===== src/rtl/scroll_pkg.sv =====
// scroll_pkg
// Shared types for the write-twice scroll offset bank.
// Assumes byte-wide CPU stores; the latch pair is shared by all offsets.
package scroll_pkg;

    localparam int BYTE_W = 8;

    // Which kind of offset an address selects.
    typedef enum logic {
        AXIS_HORIZ = 1'b0,
        AXIS_VERT  = 1'b1
    } axis_e;

    // The two shared byte latches.
    typedef struct packed {
        logic [BYTE_W-1:0] prev1;
        logic [BYTE_W-1:0] prev2;
    } byte_latch_t;

endpackage


===== src/rtl/scroll_addr_decode.sv =====
// scroll_addr_decode
// Turns a byte address into a one-hot register select and an axis flag.
// Assumes registers are laid out from BASE_ADDR upward as
// horizontal, vertical pairs, one pair per layer.
module scroll_addr_decode
    import scroll_pkg::*;
#(
    parameter int ADDR_W     = 8,
    parameter int NUM_LAYERS = 4,
    parameter int BASE_ADDR  = 'h0D
) (
    input  logic                      clk,
    input  logic                      rst_n,
    input  logic                      wr_en,
    input  logic [ADDR_W-1:0]         wr_addr,
    output logic                      hit,
    output axis_e                     axis,
    output logic [2*NUM_LAYERS-1:0]   sel
);

    localparam int NUM_REGS = 2 * NUM_LAYERS;
    localparam logic [ADDR_W-1:0] BASE_A = ADDR_W'(BASE_ADDR);
    localparam logic [ADDR_W-1:0] NREG_A = ADDR_W'(NUM_REGS);

    logic [ADDR_W-1:0] offs;

    // Distance of the address from the bottom of the register window.
    always_comb begin
        offs = wr_addr - BASE_A;
    end

    // A write hits when the strobe is high and the address is inside the window.
    always_comb begin
        hit  = wr_en && (wr_addr >= BASE_A) && (offs < NREG_A);
        axis = offs[0] ? AXIS_VERT : AXIS_HORIZ;
    end

    // One select line per register.
    for (genvar i = 0; i < NUM_REGS; i++) begin : g_sel
        assign sel[i] = hit && (offs == ADDR_W'(i));
    end


    sel_onehot_chk: assert property (@(posedge clk) disable iff (!rst_n)
        $onehot0(sel));


    miss_no_sel_chk: assert property (@(posedge clk) disable iff (!rst_n)
        !hit |-> (sel == '0));

endmodule


===== src/rtl/scroll_byte_latches.sv =====
// scroll_byte_latches
// Holds the two byte latches shared by all scroll offsets.
// Assumes the caller qualifies wr_hit with a decoded address.
module scroll_byte_latches
    import scroll_pkg::*;
(
    input  logic              clk,
    input  logic              rst_n,
    input  logic              wr_hit,
    input  axis_e             axis,
    input  logic [BYTE_W-1:0] wr_data,
    output byte_latch_t       lat
);

    // Horizontal writes load both latches; vertical writes load only prev1.
    always_ff @(posedge clk) begin
        if (!rst_n) begin
            lat <= '0;
        end else if (wr_hit) begin
            lat.prev1 <= wr_data;
            if (axis == AXIS_HORIZ) begin
                lat.prev2 <= wr_data;
            end
        end
    end


    idle_latch_hold_chk: assert property (@(posedge clk) disable iff (!rst_n)
        !wr_hit |=> $stable(lat));


    vert_keeps_prev2_chk: assert property (@(posedge clk) disable iff (!rst_n)
        (wr_hit && axis == AXIS_VERT) |=> $stable(lat.prev2));


    horiz_latches_match_chk: assert property (@(posedge clk) disable iff (!rst_n)
        (wr_hit && axis == AXIS_HORIZ) |=> (lat.prev1 == lat.prev2));

endmodule


===== src/rtl/scroll_offset_bank.sv =====
// scroll_offset_bank
// Storage for every scroll offset and the merge that fills it.
// Assumes even indices are horizontal and odd indices are vertical,
// and that OFS_W does not exceed two bytes.
module scroll_offset_bank
    import scroll_pkg::*;
#(
    parameter int NUM_REGS  = 8,
    parameter int OFS_W     = 11,
    parameter int FINE_BITS = 3
) (
    input  logic                               clk,
    input  logic                               rst_n,
    input  logic [NUM_REGS-1:0]                sel,
    input  logic [BYTE_W-1:0]                  wr_data,
    input  byte_latch_t                        lat,
    output logic [NUM_REGS-1:0][OFS_W-1:0]     ofs_q
);

    localparam int WIDE_W = 2 * BYTE_W;
    localparam logic [BYTE_W-1:0] FINE_MASK = BYTE_W'((1 << FINE_BITS) - 1);

    logic [WIDE_W-1:0] h_wide;
    logic [WIDE_W-1:0] v_wide;

    // Build both candidate values from the new byte and the shared latches.
    always_comb begin
        h_wide = {wr_data, (lat.prev1 & ~FINE_MASK) | (lat.prev2 & FINE_MASK)};
        v_wide = {wr_data, lat.prev1};
    end

    for (genvar i = 0; i < NUM_REGS; i++) begin : g_reg
        logic [OFS_W-1:0] next_val;

        // Pick the merge rule by register kind.
        if (i % 2 == 0) begin : g_h
            assign next_val = h_wide[OFS_W-1:0];


            fine_from_prev2_chk: assert property (@(posedge clk) disable iff (!rst_n)
                sel[i] |=> (ofs_q[i][FINE_BITS-1:0] == $past(lat.prev2[FINE_BITS-1:0])));
        end else begin : g_v
            assign next_val = v_wide[OFS_W-1:0];


            low_from_prev1_chk: assert property (@(posedge clk) disable iff (!rst_n)
                sel[i] |=> (ofs_q[i][BYTE_W-1:0] == $past(lat.prev1)));
        end

        // Hold the offset and reload it on its own select.
        always_ff @(posedge clk) begin
            if (!rst_n) begin
                ofs_q[i] <= '0;
            end else if (sel[i]) begin
                ofs_q[i] <= next_val;
            end
        end


        unselected_hold_chk: assert property (@(posedge clk) disable iff (!rst_n)
            !sel[i] |=> $stable(ofs_q[i]));


        high_bits_from_byte_chk: assert property (@(posedge clk) disable iff (!rst_n)
            sel[i] |=> (ofs_q[i][OFS_W-1:BYTE_W] == $past(wr_data[OFS_W-BYTE_W-1:0])));
    end

endmodule


===== src/rtl/scroll_regbank.sv =====
// scroll_regbank
// Write-twice scroll offset registers for four background layers behind
// one byte-wide write port. Assumes one store per strobed cycle.
module scroll_regbank
    import scroll_pkg::*;
#(
    parameter int ADDR_W    = 8,
    parameter int OFS_W     = 11,
    parameter int BASE_ADDR = 'h0D
) (
    input  logic              clk,
    input  logic              rst_n,
    input  logic              wr_en,
    input  logic [ADDR_W-1:0] wr_addr,
    input  logic [BYTE_W-1:0] wr_data,
    output logic [OFS_W-1:0]  bg1_hofs,
    output logic [OFS_W-1:0]  bg1_vofs,
    output logic [OFS_W-1:0]  bg2_hofs,
    output logic [OFS_W-1:0]  bg2_vofs,
    output logic [OFS_W-1:0]  bg3_hofs,
    output logic [OFS_W-1:0]  bg3_vofs,
    output logic [OFS_W-1:0]  bg4_hofs,
    output logic [OFS_W-1:0]  bg4_vofs
);

    localparam int NUM_LAYERS = 4;
    localparam int NUM_REGS   = 2 * NUM_LAYERS;

    logic                              hit;
    axis_e                             axis;
    logic [NUM_REGS-1:0]               sel;
    byte_latch_t                       lat;
    logic [NUM_REGS-1:0][OFS_W-1:0]    ofs_q;

    scroll_addr_decode #(
        .ADDR_W     (ADDR_W),
        .NUM_LAYERS (NUM_LAYERS),
        .BASE_ADDR  (BASE_ADDR)
    ) u_dec (
        .clk     (clk),
        .rst_n   (rst_n),
        .wr_en   (wr_en),
        .wr_addr (wr_addr),
        .hit     (hit),
        .axis    (axis),
        .sel     (sel)
    );

    scroll_byte_latches u_lat (
        .clk     (clk),
        .rst_n   (rst_n),
        .wr_hit  (hit),
        .axis    (axis),
        .wr_data (wr_data),
        .lat     (lat)
    );

    scroll_offset_bank #(
        .NUM_REGS (NUM_REGS),
        .OFS_W    (OFS_W)
    ) u_bank (
        .clk     (clk),
        .rst_n   (rst_n),
        .sel     (sel),
        .wr_data (wr_data),
        .lat     (lat),
        .ofs_q   (ofs_q)
    );

    // Fan the stored offsets out to the per-layer ports.
    assign bg1_hofs = ofs_q[0];
    assign bg1_vofs = ofs_q[1];
    assign bg2_hofs = ofs_q[2];
    assign bg2_vofs = ofs_q[3];
    assign bg3_hofs = ofs_q[4];
    assign bg3_vofs = ofs_q[5];
    assign bg4_hofs = ofs_q[6];
    assign bg4_vofs = ofs_q[7];


    miss_outputs_hold_chk: assert property (@(posedge clk) disable iff (!rst_n)
        !hit |=> $stable(ofs_q));

endmodule


===== config.mk =====
export PLATFORM = sky130hd
export DESIGN_NAME = scroll_regbank
export DESIGN_NICKNAME = d
export VERILOG_FILES = /design/src/rtl/scroll_pkg.sv /design/src/rtl/scroll_addr_decode.sv /design/src/rtl/scroll_byte_latches.sv /design/src/rtl/scroll_offset_bank.sv /design/src/rtl/scroll_regbank.sv
export SDC_FILE = /design/constraint.sdc
export NUM_CORES = 1
export LEC_CHECK = 0
export BUFFER_PORTS_ARGS = -buffer_cell sky130_fd_sc_hd__buf_2
export CAP_MARGIN = 20
export CELL_PAD_IN_SITES_DETAIL_PLACEMENT = 1
export CELL_PAD_IN_SITES_GLOBAL_PLACEMENT = 2
export CORE_ASPECT_RATIO = 1.75
export CORE_MARGIN = 2
export CORE_UTILIZATION = 26
export DETAILED_ROUTE_END_ITERATION = 8
export PLACE_DENSITY_LB_ADDON = 0.1
export SETUP_SLACK_MARGIN = 0.05
export SLEW_MARGIN = 15
export SYNTH_ARGS = -nofsm -noshare
export SYNTH_HDL_FRONTEND = slang
export SYNTH_SLANG_ARGS = --single-unit

===== constraint.sdc =====
create_clock -name clk -period 1.99 [get_ports clk]
set_input_delay 0.2985 -clock clk [delete_from_list [all_inputs] [get_ports clk]]
set_output_delay 0.2985 -clock clk [all_outputs]
set_load 0.1 [all_outputs]

==> results.toml <==
[run_status]
outcome = "finished clean"

[logic_synthesis]
synth_edf_count = 0
yosysMostFrequentCell = "dfxtp_1"
yosys-top-cells-count = "dfxtp_1, nand3_1, o21ai_0"
yosysUniqueCellTypes = 25
ys_warn_count = 0
netlist.area_leader.share_pct = 56.7
synthFlopType = "dfxtp_1"
synth_top_area_cell = "dfxtp_1"
synth_area_leaders = "dfxtp_1, nand3_1, o21ai_0"
syn-num-nets = 402
syn_avg_cell_area_sq_um = 9.12
synthArstFlopShare_pct = 0
ys_seq_area_share_pct = 56.7
syn_area_sq_um = 3490
yosys_register_bits = 99
syn_inst = 383

[layout]
drive_above_1_share_pct = 31.0
instances_no_fill = 661
n_antenna_cell = 0
layout.nets = 501
area_delta_synth_final_pct = 29.0

[critical_path]
path_class = "input pin to flip-flop"
worstPathRequired_ns = 2.22
crit_path_max_fanout = 22
start_kind = "input pin"
critPathTopFamily = "simple AND/OR/NAND/NOR gates"
critPathSlowestCell = "or4_4"
cp_num_buf_inv = 1
slowest_delay_ns = 0.67
path_cells = "buf_2 > or4b_1 > or4_4 > nand3_1 > o21ai_2"
end_kind = "flip-flop"
crit_arrival_ns = 1.86

[timing]
grt_setup_unrepaired = "false"
period_needed_ns = 1.63
hold_viol = 0
max_slew_margin_pct = 58.3
final.setup.worst_slack_ns = 0.355
clock_skew_ns = 0.00506
fin_crit_sh_pct = 82.2
drv_slew = 0
fmax_mhz = 612
setup_violations = 0
tightest_slew_ns = 0.624
hold_ws_ns = 0.260

[power_and_ir_drop]
vdd_drop_max_uv = 458
p_leak_nw = 1.97
p_per_area_nw_per_um2 = 850

[grt]
grt_start_max_net_pins = 30
grt_usage_pct = 15.8
grt_overflow = 0
grt_pass1_wl_microns = 17500
grt_pass1_vias = 3066
antenna_found_initial = 0

[clocking]
cts_tree = "built"
cts_buffers = 9
clock_latency_ns = 0.35
clk_path_buf_depth = 2
cts_max_level = 3
cts_sinks = 99
cts_resized = 0
post_cts_buffers = 0
ctsHoldBuffers = 0
root_buffer = "clkbuf_16"
cts.reportedPaths.clkPinSlew_ns = 0.07

[drt]
wl_per_cell_microns = 17.1
antenna_left = 0
drc_errors = 0
vias = 3131
drt-pass1-iter-count = 4
first_iter_violations = 54
viasPerCell = 4.74
finalWirelength_microns = 11300

[die]
die_x_microns = 91.6
pin_count = 107
rows = 56
dieHeight_microns = 157
core_area_sq_um = 13200
die-area_sq_um = 14400
start_util_pct = 26.4

[placed_design]
place_inst = 645
io_buffers = 106
place_congestion = 0.700
dp_slack_ns = -0.0243
post-dp-hpwl_microns = 7880

[hold_path]
worstHoldPathType = "input pin to flip-flop"

[run]
maxCapViolCount = 0
-- per-stage QoR --
stage          setup TNS (ns)  instance area, sq um  power (mW)  utilization [%]
2_1_floorplan               0                  3490        2.10                -
3_3_place_gp                0                  4220        2.17             31.9
3_5_place_dp           -0.139                  4220        2.17             31.9
4_1_cts                     0                  4510        3.88             34.0
5_1_grt                     0                  4510        3.97             34.0
6_report                    0                  4510        3.83             34.0
-- registers in the layout, summed over array words and instances (netlist names) --
name / flops
u_bank.ofs_q: 88
u_lat.lat: 11
-- cell type report --
type                       count  area (sq um)
clock buffer                   9           225
clock inverter                 7          62.6
fill                        1589          8740
multi-input combinational    250          1370
sequential                    99          1980
tap                          174           218
timing repair buffer         122           653
-- layout by cell type, fill, tap and decap left out, types with 2 or more instances in the layout --
| cell | n |
|---|---|
| buf_2 | 105 |
| buf_4 | 17 |
| clkbuf_16 | 9 |
| clkinv_4 | 2 |
| clkinvlp_4 | 3 |
| dfxtp_1 | 99 |
| inv_8 | 2 |
| mux2i_1 | 4 |
| nand2_1 | 33 |
| nand2b_1 | 2 |
| nand3_1 | 88 |
| nand4_1 | 2 |
| nand4b_1 | 4 |
| nor2_1 | 8 |
| nor2b_1 | 3 |
| nor4b_2 | 2 |
| o211a_1 | 8 |
| o21ai_0 | 78 |
| o21ai_2 | 10 |
-- power by group --
group          total (mW)  switching (mW)  internal, mW
clock network        1.71           0.843         0.871
logic               0.133          0.0962        0.0372
registers            1.98         0.00242          1.98
-- worst min-delay path: stages --
cell and delay, ns:
buf_2 0.13, nand3_1 0.07, o21ai_0 0.07
-- cells by family after synthesis --
group / after synthesis / share of synthesized area, %
and+or+nand+nor: 148 / 21.6
buffers and inverters: 34 / 4.19
muxes: 4 / 1.15
DFF: 99 / 56.7
AOI/OAI and AO/OA: 98 / 16.3
-- layer usage --
metal	GRT usage, %	vias to the layer above	wire (microns)
met2	27.7	70	5800
met4	5.41	0	153
met1	19.5	1497	4950
li1	-	1555	-
met3	2.63	9	385
met5	0	-	0
-- path summary, 6_finish.rpt --
check                   startpoint  cells past startpoint  slack (ns)               end
setup reg to reg     u_lat.lat[13]                      2        0.94  u_bank.ofs_q[16]
hold reg to reg   u_bank.ofs_q[39]                      2        0.46  u_bank.ofs_q[39]
hold / removal          wr_data[0]                      3        0.26  u_bank.ofs_q[41]
setup / recovery        wr_addr[7]                      5        0.36  u_bank.ofs_q[86]
Power figures use the tool's default switching activity.
